[src/rtl/twp_pkg.sv]
package twp_pkg;
  typedef enum logic [1:0] {
    ST_DATA   = 2'd0,
    ST_TAIL   = 2'd1,
    ST_REPORT = 2'd2
  } twp_state_e;
endpackage

[src/rtl/twp_hold.sv]
// Pairing register: keeps one unpaired byte in word mode and forms port words.
module twp_hold #(
  parameter int DW = 8
) (
  input  logic            clk,
  input  logic            rst,
  input  logic            clear,
  input  logic            take,
  input  logic            word_mode,
  input  logic [DW-1:0]   byte_in,
  input  logic            flush,
  output logic            emit,
  output logic [2*DW-1:0] emit_data,
  output logic            emit_wide,
  output logic            held_v
);
  logic [DW-1:0] held_q;

  always_comb begin
    emit      = 1'b0;
    emit_data = '0;
    emit_wide = 1'b0;
    if (take) begin
      if (!word_mode) begin
        emit      = 1'b1;
        emit_data = {{DW{1'b0}}, byte_in};
      end else if (held_v) begin
        emit      = 1'b1;
        emit_data = {byte_in, held_q};
        emit_wide = 1'b1;
      end
    end else if (flush && held_v) begin
      emit      = 1'b1;
      emit_data = {{DW{1'b0}}, held_q};
      emit_wide = 1'b1;
    end
  end

  always_ff @(posedge clk) begin
    if (rst || clear) begin
      held_v <= 1'b0;
    end else if (take && word_mode) begin
      held_v <= !held_v;
    end else if (flush) begin
      held_v <= 1'b0;
    end
  end

  always_ff @(posedge clk) begin
    if (take && word_mode && !held_v) held_q <= byte_in;
  end

  // a held byte survives idle cycles and segment boundaries untouched
  p_carry_r4: assert property (@(posedge clk) disable iff (rst)
    held_v && !take && !flush && !clear |=> held_v && $stable(held_q));

  // end-of-frame flush never coincides with a new byte
  p_excl_r7: assert property (@(posedge clk) disable iff (rst)
    !(take && flush));
endmodule

[src/rtl/twp_count.sv]
// Byte counters: data bytes received and bytes covered by issued writes.
module twp_count #(
  parameter int LEN_W   = 16,
  parameter int MIN_LEN = 60
) (
  input  logic             clk,
  input  logic             rst,
  input  logic             clear,
  input  logic             data_inc,
  input  logic             wr_inc,
  input  logic             wr_two,
  output logic [LEN_W-1:0] data_len,
  output logic [LEN_W-1:0] cover_len,
  output logic             pad_due,
  output logic [LEN_W-1:0] final_len
);
  localparam logic [LEN_W-1:0] MIN_L = LEN_W'(MIN_LEN);

  always_ff @(posedge clk) begin
    if (rst || clear) begin
      data_len  <= '0;
      cover_len <= '0;
    end else begin
      if (data_inc) data_len <= data_len + LEN_W'(1);
      if (wr_inc)   cover_len <= cover_len + (wr_two ? LEN_W'(2) : LEN_W'(1));
    end
  end

  assign pad_due   = cover_len < MIN_L;
  assign final_len = (data_len < MIN_L) ? MIN_L : data_len;

  // writes never run more than one byte past the data or the minimum
  p_cover_r8: assert property (@(posedge clk) disable iff (rst)
    cover_len <= final_len + LEN_W'(1));
endmodule

[src/rtl/tx_word_packer.sv]
module tx_word_packer
  import twp_pkg::*;
#(
  parameter int DW      = 8,
  parameter int LEN_W   = 16,
  parameter int MIN_LEN = 60
) (
  input  logic             clk,
  input  logic             rst,
  input  logic             word_mode,
  input  logic             in_valid,
  output logic             in_ready,
  input  logic [DW-1:0]    in_data,
  input  logic             in_nodata,
  input  logic             in_seg_last,
  input  logic             in_frame_last,
  output logic             out_valid,
  input  logic             out_ready,
  output logic [2*DW-1:0]  out_data,
  output logic             out_wide,
  output logic             len_valid,
  output logic [LEN_W-1:0] len_out
);
  localparam int PW = 2 * DW;

  twp_state_e      st;
  logic            fresh;
  logic            mode_q;
  logic            eff_mode;
  logic            accept, take, slot_free;
  logic            flush, pad_go, tail_done, clear;
  logic            held_v, h_emit, h_wide;
  logic [PW-1:0]   h_data;
  logic            load, ld_wide;
  logic [PW-1:0]   ld_data;
  logic [LEN_W-1:0] data_len, cover_len, final_len;
  logic            pad_due;

  assign eff_mode  = fresh ? word_mode : mode_q;
  assign in_ready  = (st == ST_DATA) && out_ready;
  assign accept    = in_valid && in_ready;
  assign take      = accept && !in_nodata;
  assign slot_free = !out_valid || out_ready;
  assign clear     = (st == ST_REPORT);
  assign flush     = (st == ST_TAIL) && slot_free && held_v;
  assign pad_go    = (st == ST_TAIL) && slot_free && !held_v && pad_due;
  assign tail_done = (st == ST_TAIL) && slot_free && !held_v && !pad_due;

  twp_hold #(.DW(DW)) u_hold (
    .clk       (clk),
    .rst       (rst),
    .clear     (clear),
    .take      (take),
    .word_mode (eff_mode),
    .byte_in   (in_data),
    .flush     (flush),
    .emit      (h_emit),
    .emit_data (h_data),
    .emit_wide (h_wide),
    .held_v    (held_v)
  );

  assign load    = h_emit || pad_go;
  assign ld_data = pad_go ? '0 : h_data;
  assign ld_wide = pad_go ? mode_q : h_wide;

  twp_count #(.LEN_W(LEN_W), .MIN_LEN(MIN_LEN)) u_count (
    .clk       (clk),
    .rst       (rst),
    .clear     (clear),
    .data_inc  (take),
    .wr_inc    (load),
    .wr_two    (ld_wide),
    .data_len  (data_len),
    .cover_len (cover_len),
    .pad_due   (pad_due),
    .final_len (final_len)
  );

  // frame sequencing and mode capture
  always_ff @(posedge clk) begin
    if (rst) begin
      st     <= ST_DATA;
      fresh  <= 1'b1;
      mode_q <= 1'b0;
    end else begin
      if (accept && fresh) begin
        fresh  <= 1'b0;
        mode_q <= word_mode;
      end
      case (st)
        ST_DATA:   if (accept && in_frame_last) st <= ST_TAIL;
        ST_TAIL:   if (tail_done) st <= ST_REPORT;
        default: begin
          st    <= ST_DATA;
          fresh <= 1'b1;
        end
      endcase
    end
  end

  // output register
  always_ff @(posedge clk) begin
    if (rst) begin
      out_valid <= 1'b0;
      out_data  <= '0;
      out_wide  <= 1'b0;
    end else if (slot_free) begin
      out_valid <= load;
      if (load) begin
        out_data <= ld_data;
        out_wide <= ld_wide;
      end
    end
  end

  // length report
  always_ff @(posedge clk) begin
    if (rst) begin
      len_valid <= 1'b0;
      len_out   <= '0;
    end else begin
      len_valid <= tail_done;
      if (tail_done) len_out <= final_len;
    end
  end

  p_stall_r10: assert property (@(posedge clk) disable iff (rst)
    !out_ready |-> !in_ready);

  p_hold_r11: assert property (@(posedge clk) disable iff (rst)
    out_valid && !out_ready |=> out_valid && $stable(out_data) && $stable(out_wide));

  p_len_quiet_r9: assert property (@(posedge clk) disable iff (rst)
    len_valid |-> !out_valid);

  p_len_pulse_r9: assert property (@(posedge clk) disable iff (rst)
    len_valid |=> !len_valid);

  p_len_min_r6: assert property (@(posedge clk) disable iff (rst)
    len_valid |-> len_out >= LEN_W'(MIN_LEN));

  p_upper_r2: assert property (@(posedge clk) disable iff (rst)
    out_valid && !out_wide |-> out_data[PW-1:DW] == '0);

  p_pad_even_r7: assert property (@(posedge clk) disable iff (rst)
    (st == ST_TAIL) && mode_q |-> cover_len[0] == 1'b0);

  p_marker_r5: assert property (@(posedge clk) disable iff (rst)
    in_valid && in_nodata |-> in_seg_last);

  p_mode_hold_r12: assert property (@(posedge clk) disable iff (rst)
    !fresh && (st != ST_REPORT) |=> $stable(mode_q));
endmodule

[config.mk]
export PLATFORM = sky130hd
export DESIGN_NAME = tx_word_packer
export DESIGN_NICKNAME = d
export VERILOG_FILES = /design/src/rtl/twp_pkg.sv /design/src/rtl/twp_hold.sv /design/src/rtl/twp_count.sv /design/src/rtl/tx_word_packer.sv
export SDC_FILE = /design/constraint.sdc
export NUM_CORES = 1
export LEC_CHECK = 0
export ABC_AREA = 0
export BUFFER_PORTS_ARGS = -buffer_cell sky130_fd_sc_hd__buf_2
export CAP_MARGIN = 20
export CORE_MARGIN = 3
export CORE_UTILIZATION = 56
export CTS_CLUSTER_DIAMETER = 30
export DETAILED_ROUTE_END_ITERATION = 10
export GPL_ROUTABILITY_DRIVEN = 0
export PLACE_DENSITY_LB_ADDON = 0.08
export SLEW_MARGIN = 10
export SYNTH_ARGS = -nofsm -noshare
export SYNTH_HDL_FRONTEND = slang
export SYNTH_SLANG_ARGS = --single-unit
[constraint.sdc]
create_clock -name clk -period 3.15 [get_ports clk]
set_input_delay 0.315 -clock clk [delete_from_list [all_inputs] [get_ports clk]]
set_output_delay 0.315 -clock clk [all_outputs]
set_load 0.1 [all_outputs]
==> metrics.txt <==
status completed; sequential cell fraction of total power roughly 54%; Slew HR 48.8%; largest net degree at the start of global routing 42; via count 2,980; per-cell routed wire length 15.0 microns; Max-Cap Viols 0; WHS Endpoint u_hold.held_q[3]$_DFFE_PP_; number of synthesized register bits 80; Multi-input gate area 1720 sq um; HPWL after DPL ~5200 microns; Static Leak about 1.6 nW; DRT Wirelength 7770 microns; Async S/R FF share, synth 0%; antenna violations before repair 0; RSZ-0062 raised after global routing no; most common cell after layout, fill and taps aside dfxtp_1; Num CTS Buffers 9; Syn Nets 410; Syn Inst Count 392; Clock Latency Late Sink 0.35 ns; crit-path leading delay family simple AND/OR/NAND/NOR gates; clk root buf clkbuf_8; maximum buffer depth of the clock tree 2; Crit. End Element flop; Place WS 0.294 ns; # rows 28; fraction of layout cells with a size suffix above 1 19.7%; I/O Buffers 50; Worst R2R Start u_count.cover_len[7]$_SDFFE_PP0N_; GRT Util Overall 22.3%; final instance area 4030 sq um; R2R depth 9; final net count roughly 460; CP peak stage delay 0.39 ns; core footprint 6030 sq um; placed instance count 501; Worst Skew between 0.006 and 0.007 ns; FF/Latch Area ~1700 sq um; DRT Pass-1 Iters 4; fin crit share between 80% and 90%; Pwr per Cell Area 499 nW/um^2; Synth cell types 54; Cells on Worst Hold Path 1; Fmax achieved around 370 MHz; post-CTS setup buffers 0; Non-Filler Instances between 500 and 600; Max VDD drop 0.380 mV; worst reg2reg endpoint u_count.cover_len[12]$_SDFFE_PP0N_; Avg Inst Size Synth 9.04 sq um; crit path launch type flop; PnR Total Power 2.01 mW; die area 7320 sq um; Worst path depth 9; EDFF count, synth 8; CTS Hold Bufs 0; area grow syn2layout 13.6%; Final ANT Viol Nets 0; HP Class input pin to flop; sw power roughly 0.6 mW; Clock Sinks 80; GR Overflow Total 0; WHS ~0.16 ns; critical path class flop to flop; Critical-path top delay cell nor4_1; num ports between 50 and 60; register area share after synthesis 47.5%; DR DRC count 0; mapped cell area approximately 3500 sq um; Min Clock Period, post-route about 2.7 ns; clock power share 34.5%; Internal between 1 and 1.5 mW; most frequent cells in the layout 72 x dfxtp_1, 54 x nor2_1, 50 x buf_2; Placed Area between 3000 and 4000 sq um; vias per std cell 5.76; Worst Path Buf+Inv 0; ANT cells 0; Arrival @ worst endpoint 2.94 ns; clk slew on worst S/H paths 0.09 ns; TritonCTS clock tree done; Final setup viols 0; Reg2Reg Setup Slack ~0.46 ns; Die X 85.5 microns; CP required 3.40 ns; FILL cells 500; Synth warnings 0; worst path cell trace nor4_1 -> and3_1 -> and4_1 -> o21a_1 -> nor2_1 -> ha_1 -> a21boi_2 -> o21ai_1 -> mux2_2; setup_tns 0 ns; Initial Util 58.8%; number of DRC markers in iteration 0 194; CP max FO 9; Fin. Hold Viols 0; H-tree lvl count 3; vias in the first global route 2,795; Sw Share 29.8%; global-route wire length before repair 13,200 microns; Die Y ~86 microns; final core utilization around two thirds; Main synth FF type dfxtp_1; hold path start in_data[3]; Final Slew Violations 0; combinational power share between 10% and 20%; slew at the pin closest to its max-slew limit about 0.76 ns; Worst Slack Setup Final 0.456 ns
-- power groups by stage --
stage | logic, mW | registers [mW] | clock network, mW
final | 0.236 | 1.08 | 0.694
after detailed placement | 0.235 | 1.10 | 0
after global routing | 0.257 | 1.08 | 0.750
after CTS | 0.236 | 1.08 | 0.707
after global placement | 0.229 | 1.10 | 0
after floorplan | 0.125 | 1.16 | 0
-- worst max path at each step --
stage | from | end | slack [ns]
global route | st[1]$_SDFFE_PP0P_ | u_count.cover_len[12]$_SDFFE_PP0N_ | 0.25
global placement | st[1]$_SDFFE_PP0P_ | u_count.cover_len[12]$_SDFFE_PP0N_ | 0.36
CTS | st[1]$_SDFFE_PP0P_ | u_count.cover_len[12]$_SDFFE_PP0N_ | 0.27
floorplan | out_valid$_SDFFE_PP0N_ | u_count.cover_len[12]$_SDFFE_PP0N_ | 0.14
finish | u_count.cover_len[7]$_SDFFE_PP0N_ | u_count.cover_len[12]$_SDFFE_PP0N_ | 0.46
detailed placement | st[1]$_SDFFE_PP0P_ | u_count.cover_len[12]$_SDFFE_PP0N_ | 0.29
-- cells in the mapped netlist, types with 2 or more instances --
cell type | instances | area, sq um
nand3_1 | 15 | 75.1
o21a_1 | 2 | 15.0
buf_2 | 4 | 20.0
o21ai_0 | 5 | 25.0
a21oi_1 | 20 | 100
mux2i_1 | 10 | 100
dfxtp_1 | 72 | 1440
nor2_1 | 54 | 203
and2_1 | 3 | 18.8
a41oi_1 | 2 | 17.5
a222oi_1 | 8 | 80.1
inv_1 | 12 | 45.0
xnor2_1 | 6 | 52.6
nand2b_1 | 6 | 37.5
or3_1 | 4 | 25.0
and3_1 | 10 | 62.6
clkbuf_1 | 15 | 56.3
a211oi_1 | 4 | 30.0
buf_6 | 2 | 22.5
xor2_1 | 9 | 78.8
and4_1 | 8 | 70.1
o211ai_1 | 10 | 75.1
a22oi_1 | 9 | 67.6
edfxtp_1 | 8 | 240
mux2_2 | 3 | 33.8
ha_1 | 2 | 25.0
a311oi_1 | 5 | 43.8
nor4_1 | 6 | 37.5
nor3_1 | 11 | 55.1
nand2_1 | 40 | 150
nand4_1 | 4 | 25.0
-- sequential cells by signal, summed over array words and instances, names as in the netlist --
name,count
st,2
mode_q,1
out_wide,1
u_count.data_len,16
u_hold.held_v,1
u_hold.held_q,8
out_data,16
out_valid,1
fresh,1
len_valid,1
len_out,16
u_count.cover_len,16
-- logic make-up (layout without fill, tap and decap cells) --
| family | count (synthesis) | after routing | synth area share (%) |
|---|---|---|---|
| AOI/OAI and AO/OA | 77 | 77 | 16.2 |
| xor gates and xnor gates | 15 | 15 | 3.71 |
| adders and majority gates | 2 | 2 | 0.706 |
| buffers and inverters | 35 | 85 | 4.38 |
| DFF | 80 | 80 | 47.5 |
| muxes | 13 | 13 | 3.78 |
| and+or+nand+nor | 170 | 170 | 23.8 |
-- metal layers --
layer	vias to the layer above	part of all wire, %	track usage, %
li1	1508	-	-
met1	1396	46	29.7
met2	66	47	35.9
met3	10	5.1	5.38
met4	0	1.6	7.34
met5	-	0	0
-- layout make-up --
cell class | instances | share of cell area, %
clock buffers | 9 | 3.08
well taps | 75 | 2.33
multi-input cells | 277 | 42.7
inverters | 12 | 1.12
repair buffers | 57 | 7.62
clock inverters | 7 | 1.37
flip-flops and latches | 80 | 41.8
-- what timing repair did --
action | in CTS | in global routing
gates resized for setup | 0 | 1
setup endpoints to repair | 0 | 1
hold endpoints to repair | 0 | 0
(Power assumes the default switching activity.)
